**config.mk**
```make
export PLATFORM = sky130hd
export DESIGN_NAME = qspi_sclk_gen
export DESIGN_NICKNAME = d
export VERILOG_FILES = /design/src/rtl/sclkgen_pkg.sv /design/src/rtl/sclk_lane_pick.sv /design/src/rtl/sclk_period_timer.sv /design/src/rtl/sclk_edge_gen.sv /design/src/rtl/cs_pin_drive.sv /design/src/rtl/qspi_sclk_gen.sv
export SDC_FILE = /design/constraint.sdc
export NUM_CORES = 1
export LEC_CHECK = 0
export BUFFER_PORTS_ARGS = -buffer_cell sky130_fd_sc_hd__buf_2
export CORE_ASPECT_RATIO = 1.1
export CORE_UTILIZATION = 50
export DETAILED_ROUTE_END_ITERATION = 7
export PLACE_DENSITY = 0.81
export RECOVER_POWER = 50
export SLEW_MARGIN = 20
export SYNTH_ARGS = -nofsm -noshare
export SYNTH_HDL_FRONTEND = slang
export SYNTH_SLANG_ARGS = --single-unit
```
**constraint.sdc**
```tcl
create_clock -name clk_i -period 2.6 [get_ports clk_i]
set_input_delay 0.26 -clock clk_i [delete_from_list [all_inputs] [get_ports clk_i]]
set_output_delay 0.26 -clock clk_i [all_outputs]
set_load 0.03 [all_outputs]
```
**src/rtl/sclkgen_pkg.sv**
```systemverilog
package sclkgen_pkg;

   // One mode lane per chip select; field order is fixed by the device-control layout
   typedef struct packed {
      logic [4:0] dly;     // not used by the clock generator
      logic       cpha;    // lane bit 2
      logic       cspol;   // lane bit 1
      logic       cpol;    // lane bit 0
   } lane_cfg_t;

   localparam int unsigned LANE_W = $bits(lane_cfg_t);

endpackage

```
**src/rtl/sclk_lane_pick.sv**
```systemverilog
module sclk_lane_pick
   import sclkgen_pkg::*;
#(
   parameter int unsigned NUM_CS = 4,
   parameter int unsigned CTL_W  = 32,
   parameter int unsigned SEL_W  = 2
) (
   input  logic [CTL_W-1:0]  devctl_i,
   input  logic [SEL_W-1:0]  sel_i,
   output logic              cpol_o,
   output logic              cpha_o,
   output logic [NUM_CS-1:0] cspol_o
);

   localparam int unsigned USED_W = NUM_CS * LANE_W;

   lane_cfg_t         lanes [NUM_CS];
   logic [NUM_CS-1:0] unused_dly_bits;

   for (genvar gi = 0; gi < NUM_CS; gi++) begin : g_lane
      assign lanes[gi]           = lane_cfg_t'(devctl_i[gi*LANE_W +: LANE_W]);
      assign cspol_o[gi]         = lanes[gi].cspol;
      assign unused_dly_bits[gi] = ^lanes[gi].dly;
   end

   if (CTL_W > USED_W) begin : g_spare
      logic unused_spare;
      assign unused_spare = ^devctl_i[CTL_W-1:USED_W];
   end

   always_comb begin
      cpol_o = 1'b0;
      cpha_o = 1'b0;
      for (int i = 0; i < NUM_CS; i++) begin
         if (sel_i == SEL_W'(i)) begin
            cpol_o = lanes[i].cpol;
            cpha_o = lanes[i].cpha;
         end
      end
   end

endmodule

```
**src/rtl/sclk_period_timer.sv**
```systemverilog
module sclk_period_timer #(
   parameter int unsigned DIV_W = 16,
   parameter int unsigned SEL_W = 2
) (
   input  logic             clk_i,
   input  logic             rst_ni,
   input  logic             en_i,
   input  logic             req_i,
   input  logic [DIV_W-1:0] div_i,
   input  logic [SEL_W-1:0] sel_i,
   output logic             running_o,
   output logic [DIV_W-1:0] cnt_o,
   output logic [DIV_W-1:0] div_o,
   output logic             bound_o,
   output logic             run_nx_o,
   output logic [SEL_W-1:0] sel_nx_o
);

   localparam logic [DIV_W-1:0] DIV_MIN = DIV_W'(1);

   logic             run_q;
   logic [DIV_W-1:0] cnt_q;
   logic [DIV_W-1:0] div_q;
   logic [SEL_W-1:0] sel_q;
   logic [DIV_W-1:0] div_clamped;
   logic             go;

   // a period boundary is the last cycle of a period, or any idle cycle
   assign bound_o     = !run_q || (cnt_q == div_q);
   assign go          = en_i && req_i;
   assign div_clamped = (div_i == '0) ? DIV_MIN : div_i;
   assign run_nx_o    = bound_o ? go : run_q;
   assign sel_nx_o    = bound_o ? sel_i : sel_q;

   always_ff @(posedge clk_i or negedge rst_ni) begin
      if (!rst_ni) begin
         run_q <= 1'b0;
         cnt_q <= '0;
         div_q <= DIV_MIN;
         sel_q <= '0;
      end else if (bound_o) begin
         run_q <= go;
         cnt_q <= '0;
         div_q <= div_clamped;
         sel_q <= sel_i;
      end else begin
         cnt_q <= cnt_q + DIV_W'(1);
      end
   end

   assign running_o = run_q;
   assign cnt_o     = cnt_q;
   assign div_o     = div_q;

   // the phase count never passes the end of the period it belongs to
   assert_cnt_in_period_R1: assert property (@(posedge clk_i) disable iff (!rst_ni)
      run_q |-> (cnt_q <= div_q));

   // the held divider is never zero, whatever software wrote
   assert_div_nonzero_R2: assert property (@(posedge clk_i) disable iff (!rst_ni)
      div_q != '0);

   // mid-period cycles leave the held divider untouched
   assert_div_hold_R4: assert property (@(posedge clk_i) disable iff (!rst_ni)
      (run_q && (cnt_q != div_q)) |=> $stable(div_q));

endmodule

```
**src/rtl/sclk_edge_gen.sv**
```systemverilog
module sclk_edge_gen #(
   parameter int unsigned DIV_W = 16
) (
   input  logic             clk_i,
   input  logic             rst_ni,
   input  logic             run_i,
   input  logic [DIV_W-1:0] cnt_i,
   input  logic [DIV_W-1:0] div_i,
   input  logic             load_i,
   input  logic             cpol_i,
   input  logic             cpha_i,
   output logic             sclk_o,
   output logic             launch_o,
   output logic             capture_o
);

   logic             cpol_q;
   logic             cpha_q;
   logic             act_q;
   logic             launch_q;
   logic             capture_q;
   logic [DIV_W-1:0] half;
   logic             lead;
   logic             trail;

   // trailing edge sits floor((div+1)/2) cycles after the leading one
   assign half  = (div_i >> 1) + {{(DIV_W-1){1'b0}}, div_i[0]};
   assign lead  = run_i && (cnt_i == '0);
   assign trail = run_i && (cnt_i == half);

   always_ff @(posedge clk_i or negedge rst_ni) begin
      if (!rst_ni) begin
         cpol_q    <= 1'b0;
         cpha_q    <= 1'b0;
         act_q     <= 1'b0;
         launch_q  <= 1'b0;
         capture_q <= 1'b0;
      end else begin
         if (load_i) begin
            cpol_q <= cpol_i;
            cpha_q <= cpha_i;
         end
         if (lead) begin
            act_q <= 1'b1;
         end else if (trail) begin
            act_q <= 1'b0;
         end
         launch_q  <= cpha_q ? lead : trail;
         capture_q <= cpha_q ? trail : lead;
      end
   end

   assign sclk_o    = cpol_q ^ act_q;
   assign launch_o  = launch_q;
   assign capture_o = capture_q;

   // the two strobes never coincide
   assert_strobe_excl_R7: assert property (@(posedge clk_i) disable iff (!rst_ni)
      !(launch_q && capture_q));

   // once stopped, the clock stays at the lane's idle level
   assert_idle_level_R3: assert property (@(posedge clk_i) disable iff (!rst_ni)
      !run_i |-> (sclk_o == cpol_q));

   // every strobe appears together with a fresh SCLK level
   assert_strobe_on_edge_R6: assert property (@(posedge clk_i) disable iff (!rst_ni)
      (launch_q || capture_q) |-> (sclk_o != $past(sclk_o)));

endmodule

```
**src/rtl/cs_pin_drive.sv**
```systemverilog
module cs_pin_drive #(
   parameter int unsigned NUM_CS = 4,
   parameter int unsigned SEL_W  = 2
) (
   input  logic              clk_i,
   input  logic              rst_ni,
   input  logic              run_nx_i,
   input  logic [SEL_W-1:0]  sel_nx_i,
   input  logic [NUM_CS-1:0] cspol_i,
   output logic [NUM_CS-1:0] cs_o
);

   logic [NUM_CS-1:0] cs_q;
   logic [NUM_CS-1:0] act_q;

   for (genvar gi = 0; gi < NUM_CS; gi++) begin : g_pin
      logic hit;
      assign hit = run_nx_i && (sel_nx_i == SEL_W'(gi));

      always_ff @(posedge clk_i or negedge rst_ni) begin
         if (!rst_ni) begin
            cs_q[gi]  <= 1'b1;
            act_q[gi] <= 1'b0;
         end else begin
            cs_q[gi]  <= hit ? cspol_i[gi] : !cspol_i[gi];
            act_q[gi] <= hit;
         end
      end
   end

   assign cs_o = cs_q;

   // never more than one select active
   assert_one_select_R8: assert property (@(posedge clk_i) disable iff (!rst_ni)
      $onehot0(act_q));

endmodule

```
**src/rtl/qspi_sclk_gen.sv**
```systemverilog
module qspi_sclk_gen
   import sclkgen_pkg::*;
#(
   parameter int unsigned NUM_CS = 4,
   parameter int unsigned CTL_W  = 32,
   parameter int unsigned DIV_W  = 16,
   parameter int unsigned EN_BIT = 31,
   localparam int unsigned SEL_W = (NUM_CS > 1) ? $clog2(NUM_CS) : 1
) (
   input  logic              clk_i,
   input  logic              rst_ni,
   input  logic [CTL_W-1:0]  clkctl_i,
   input  logic [CTL_W-1:0]  devctl_i,
   input  logic [SEL_W-1:0]  cs_sel_i,
   input  logic              xfer_req_i,
   output logic              sclk_o,
   output logic              launch_o,
   output logic              capture_o,
   output logic [NUM_CS-1:0] cs_o
);

   if (NUM_CS < 2) begin : g_bad_cs
      $error("qspi_sclk_gen: NUM_CS must be at least 2");
   end
   if (NUM_CS * LANE_W > CTL_W) begin : g_bad_lanes
      $error("qspi_sclk_gen: lanes do not fit the device-control word");
   end
   if (EN_BIT < DIV_W || EN_BIT >= CTL_W) begin : g_bad_en
      $error("qspi_sclk_gen: enable bit overlaps divider or lies outside the word");
   end

   logic              running;
   logic [DIV_W-1:0]  cnt;
   logic [DIV_W-1:0]  div_held;
   logic              bound;
   logic              run_nx;
   logic [SEL_W-1:0]  sel_nx;
   logic              lane_cpol;
   logic              lane_cpha;
   logic [NUM_CS-1:0] lane_cspol;
   logic              unused_clkctl;

   assign unused_clkctl = ^clkctl_i;

   sclk_period_timer #(
      .DIV_W (DIV_W),
      .SEL_W (SEL_W)
   ) u_timer (
      .clk_i     (clk_i),
      .rst_ni    (rst_ni),
      .en_i      (clkctl_i[EN_BIT]),
      .req_i     (xfer_req_i),
      .div_i     (clkctl_i[DIV_W-1:0]),
      .sel_i     (cs_sel_i),
      .running_o (running),
      .cnt_o     (cnt),
      .div_o     (div_held),
      .bound_o   (bound),
      .run_nx_o  (run_nx),
      .sel_nx_o  (sel_nx)
   );

   sclk_lane_pick #(
      .NUM_CS (NUM_CS),
      .CTL_W  (CTL_W),
      .SEL_W  (SEL_W)
   ) u_lanes (
      .devctl_i (devctl_i),
      .sel_i    (cs_sel_i),
      .cpol_o   (lane_cpol),
      .cpha_o   (lane_cpha),
      .cspol_o  (lane_cspol)
   );

   sclk_edge_gen #(
      .DIV_W (DIV_W)
   ) u_edges (
      .clk_i     (clk_i),
      .rst_ni    (rst_ni),
      .run_i     (running),
      .cnt_i     (cnt),
      .div_i     (div_held),
      .load_i    (bound),
      .cpol_i    (lane_cpol),
      .cpha_i    (lane_cpha),
      .sclk_o    (sclk_o),
      .launch_o  (launch_o),
      .capture_o (capture_o)
   );

   cs_pin_drive #(
      .NUM_CS (NUM_CS),
      .SEL_W  (SEL_W)
   ) u_cs (
      .clk_i    (clk_i),
      .rst_ni   (rst_ni),
      .run_nx_i (run_nx),
      .sel_nx_i (sel_nx),
      .cspol_i  (lane_cspol),
      .cs_o     (cs_o)
   );

   // while the clock is stopped the strobes stay quiet
   assert_no_idle_strobe_R7: assert property (@(posedge clk_i) disable iff (!rst_ni)
      (!running && !$past(running)) |-> !(launch_o || capture_o));

endmodule

```
# Word level (Yosys, flattened, before mapping)
# Cells that the tools add are included.
# Widths: inputs -> output; s select.
[op_classes]
addsub = 2
n_mul = 0
n_div = 0
n_lt_le_gt_ge = 0
n_eq_ne = 8
shifts = 0
mux = 20
bitwise = 1
reduce_logical = 18
[op_table]
columns = ["op", "n"]
rows = [
  ["$eq 16x16->1", 2],
  ["$logic_not 16->1", 2],
  ["$mux 16", 2],
  ["$mux 1", 17],
  ["$add 15x1->16", 1],
  ["$add 16x1->16 const B", 1],
  ["$eq 2x2->1 const B", 4],
  ["$logic_and 1x1->1", 7],
  ["$logic_not 1->1", 5],
  ["$eq 2x1->1 const B", 2],
  ["$logic_not 2->1", 2],
  ["$mux 2", 1],
  ["$reduce_bool 2->1", 1],
  ["$logic_or 1x1->1", 1],
  ["$xor 1x1->1", 1],
]
[word_totals]
ff_bits = 44
latchBits = 0
ramBits = 0
rom_bits = 0
output_inout_bits = 7
mem_count = 0

# Depth between registers and ports, before layout
[depth]
depth_word = 6
ltp_mapped = 8

# By module
# Synthesis repeated with hierarchy kept, for this count alone.
[hier_totals]
hier_cells = 265
hier_area_um2 = 2879.0
[modules_own_cells]
columns = ["module", "n_inst", "cells_each", "area_each_um2", "seq_area_each_um2"]
rows = [
  ["sclk_period_timer", 1, 143, 1764.2, 877.1],
  ["sclk_edge_gen", 1, 104, 859.6, 125.1],
  ["cs_pin_drive", 1, 12, 172.7, 105.1],
  ["sclk_lane_pick", 1, 6, 82.6, 0.0],
]

# Worst setup path after synthesis
# Ideal clock, no wire load.
[synth_path]
kind = "flip-flop to flip-flop"
from = "register u_timer.div_q[0], in the netlist u_timer.div_o[0]"
to = "register u_edges.act_q"
arrival_time_ps = 2202
required_time_ps = 2474
slack_ps = 272
path_stages_with_launch = 9
path_buffers = 0
cell_sequence = "dfstp_2 -> ha_1 -> ha_1 -> nand4b_4 -> a211oi_2 -> nand3_1 -> nor4_1 -> o2111ai_1 -> o32a_1"
[synth_between]
elab_chain_len = 4
[synth_lines]
columns = ["element", "line", "rtl"]
rows = [
  ["from (decl)", "sclk_period_timer.sv:23", "logic [DIV_W-1:0] div_q;"],
  ["from (signal assigned)", "sclk_period_timer.sv:44", "div_q <= div_clamped;"],
  ["$add 15x1->16", "sclk_edge_gen.sv:27", "assign half = (div_i >> 1) + {{(DIV_W-1){1'b0}}, div_i[0]};"],
  ["$eq 16x16->1", "sclk_edge_gen.sv:29", "assign trail = run_i && (cnt_i == half);"],
  ["$logic_and 1x1->1", "sclk_edge_gen.sv:29", ""],
  ["$reduce_bool 2->1 (no source line)", "--", ""],
  ["to (signal assigned)", "sclk_edge_gen.sv:35", "act_q <= 1'b0;"],
  ["to (signal assigned)", "sclk_edge_gen.sv:44", "act_q <= 1'b1;"],
  ["to (signal assigned)", "sclk_edge_gen.sv:46", "act_q <= 1'b0;"],
  ["to (decl)", "sclk_edge_gen.sv:19", "logic act_q;"],
]
# Every way passes these cells.
# A chain may end at the register's enable or synchronous reset.

# Worst setup path after layout
[layout_path]
from = "register u_timer.div_q[0], in the netlist u_timer.div_o[0]"
to = "register u_edges.launch_q, in the netlist u_edges.launch_o"
[layout_between]
elab_chain_len = 4
[layout_lines]
columns = ["element", "line", "rtl"]
rows = [
  ["$add 15x1->16", "sclk_edge_gen.sv:27", ""],
  ["$eq 16x16->1", "sclk_edge_gen.sv:29", ""],
  ["$logic_and 1x1->1", "sclk_edge_gen.sv:29", ""],
  ["$mux 1", "sclk_edge_gen.sv:48", "launch_q <= cpha_q ? lead : trail;"],
  ["to (signal assigned)", "sclk_edge_gen.sv:48", ""],
  ["to (decl)", "sclk_edge_gen.sv:20", "logic launch_q;"],
]
# Every way passes these cells.

==> flow_summary.toml <==
[run_status]
result_of_the_run = "finished with violations"
violations = "max-capacitance violations, max-slew violations"

[cells_and_area]
multi_input_logic_area_mm2 = 0.001582
design_area_mm2 = 0.003227
area_growth_syn_to_layout_pct = 14.72
nets = 386
final_std_cells_w_o_fill = 389
number_of_diodes = 0
drive_gt1_share_pct = 27.39
regArea_mm2 = 0.001107
final.fill_count = 453

[route]
drt_first_pass_iters = 4
totalWireLength_mm = 5.997
detail_route.iter0.violations = 164
drc_violations_left = 0
avgRoutedWirePerCell_um = 15.42
drt-vias-per-instance = 5.514
ant_nets = 0
vias = 2145

[synthesis]
synth_top_cell_by_area = "dfrtp_1"
syn-num-nets = 350
synth_sequential_area_ratio_pct = 39.37
synthCells = 277
ys_ff_latch = 44
synth_enable_flop_cells = 0
synth_commonest_cells = "dfrtp_1 (39), xnor2_1 (28), nor2_1 (25), xor2_1 (25), nand2_1 (16)"
proportion_of_netlist_area_held_by_the_largest_area_contributor_pct = 34.70
syn-cell-area_mm2 = 0.002813
synth.avg_cell_area_um2 = 10.15
synth_top_cells_by_area = "dfrtp_1 (35%), xnor2_1 (8.7%), xor2_1 (7.8%), dfstp_2 (4.7%), mux2_2 (4.0%)"
synth.most_common_cell = "dfrtp_1"
synth.distinct_cells = 46
yosysWarningCount = 0
ys.flop_type = "dfrtp_1"
synth_async_reset_ratio_pct = 100.0

[worst_setup_path]
worst-path-buf-inv = 2
timing.critical_path.mode_cell = "buf_4"
cp_cell_sequence = "ha_1, buf_4, nand3_1, nor2_4, a21oi_1, nor4_4, o2111ai_2, buf_4, o41ai_2"
cp-start-kind = "register"
worstPathRequired_ns = 2.81
cp_slowest_stage_delay_ns = 0.54
crit_fanout = 5
worstPathArrival_ns = 2.64
critPathKind = "reg -> reg"
end_kind = "register"
critPathSlowestCell = "dfstp_2"
cpLargestDelayFamily = "simple AND/OR/NAND/NOR gates"

[power]
vdd_drop_max_mv = 0.2190
post-layout-total-power_uw = 1376
power_per_cell_area_mw_per_mm2 = 426.3
pleak_uw = 0.001487

[floorplanning]
fp.dieH_um = 80.67
effective_utilization_at_floorplan_pct = 52.13
dieWidth_um = 73.51
core_mm2 = 0.005395
core.rowCount = 28
design.die.area_mm2 = 0.005930
num_io_pins = 76

[grt]
antenna_found_initial = 0
busiest_layer = "met2"
via_count_of_the_first_global_routing_pass = 2010
grt_pass1_wl_mm = 9.742
met1_usage_pct = 27.89
grt_max_degree = 45
globalRouteTotalUtil_pct = 21.52
gr-total-overflow = 0
met3_capacity_usage_during_global_routing_pct = 3.890
grt.met2_usage_pct = 36.15

[clock_network]
cts_num_sinks = 44
cts_inserted_buffers = 5
cts_hold_buffers = 0
deepest_clock_path_buffer_count = 2
tritoncts = "done"
cts-htree-levels = 2
ctsRootBufferMaster = "clkbuf_8"
worstSkewPairLatency_ns = 0.30
clkTransAtPathRegs_ns = 0.09

[sta]
drv_slew = 45
finalSetupViolCount = 0
worst_slew_pin_slew_ns = 2.354
post-route-period-util_pct = 93.42
max_freq_mhz = 411.7
worst_clock_skew_ns = 0.01435
timing.slew.headroom_pct = -56.92
final-hold-violation-count = 0
final.min_clock_period_ns = 2.429

[placement]
place.gp.congestion = 0.9102
port_buf_inserts = 40
dp_cells = 380
placedInstanceArea_mm2 = 0.003045
post-dp-hpwl_mm = 4.424

[job]
max_cap_violations = 1

[min_path]
hold_path.class = "in -> reg"
## through the flow
stage	utilization, %	hold slack (ns)	setup WS (ns)	TNS [ns]
final	59.81	0.09528	0.1710	0
after global routing	59.81	0.09080	-0.0004545	-0.0004545
after CTS	59.02	0.09419	0.06109	0
after detailed placement	56.45	0.4144	-0.006056	-0.006056
after global placement	56.45	0.4109	0.07521	0
after floorplan	-	-0.03559	0.2717	0
## final cells by class
| type | instances | share of cell area (%) |
|---|---|---|
| Inverter | 7 | 0.8143 |
| Sequential cell | 44 | 34.32 |
| Clock buffer | 6 | 2.249 |
| Timing Repair Buffer | 52 | 8.841 |
| Tap cell | 75 | 2.908 |
| Clock inverter | 2 | 1.861 |
| Multi-Input combinational cell | 203 | 49.01 |
## layout by cell type (no fill, tap or decap), types with 8 or more instances in the layout
cell type  instances
nand3_1           14
mux2_1             8
dfrtp_1           39
nand4_1            8
xnor2_1           28
buf_4             12
mux2_2            10
xor2_1            25
nor2_1            24
nand2_1           16
buf_2             36
## power breakdown
group	internal [uW]	switching, uW
Clock	384	235
Sequential	689	0.551
Combinational	27.5	38.9
Total	1100	275
## kinds of logic after synthesis
logic type               after synthesis  share of synthesized area (%)
AO/OA/AOI/OAI                         24                          6.406
XOR/XNOR                              53                          16.50
adder cells (fa/ha/maj)                4                          1.779
buffers and inverters                 30                          6.450
flip-flops                            44                          39.37
multiplexers                          22                          9.697
AND/OR/NAND/NOR                      100                          19.80
## metal layers
layer  up-vias  share of wire, %
met1      1051                43
li1       1031                 -
met5         -                 0
met3        14               3.0
met2        49                52
met4         0               1.9
## path summary, 6_finish.rpt
check / from / to / slack [ns] / cells past startpoint
worst min register to register: u_edges.cpha_q / u_edges.capture_o / 0.56 / 1
worst max register to register: u_timer.div_o[0] / u_edges.launch_o / 0.17 / 9
worst max-delay path: u_timer.div_o[0] / u_edges.launch_o / 0.17 / 9
worst min-delay path: devctl_i[1] / u_cs.cs_o[0] / 0.1 / 2
min in group asynchronous: rst_ni / u_edges.capture_o / 0.65 / 1
max in group asynchronous: rst_ni / u_timer.cnt_o[15] / 0.59 / 1
## flip-flops by register name, indices dropped and copies added (netlist names)
signal	cells
u_timer.div_o	16
u_edges.launch_o	1
u_edges.capture_o	1
u_cs.cs_o	4
u_edges.act_q	1
u_timer.sel_q	2
u_edges.cpol_q	1
u_timer.running_o	1
u_timer.cnt_o	16
u_edges.cpha_q	1
## timing repair
action	in CTS	in global routing
cloned	0	0
gates resized for setup	1	7
pin swaps	0	4
buffers inserted	0	1
endpoints found under the setup margin	2	3
Note: power is estimated with default switching activity, not from simulation.
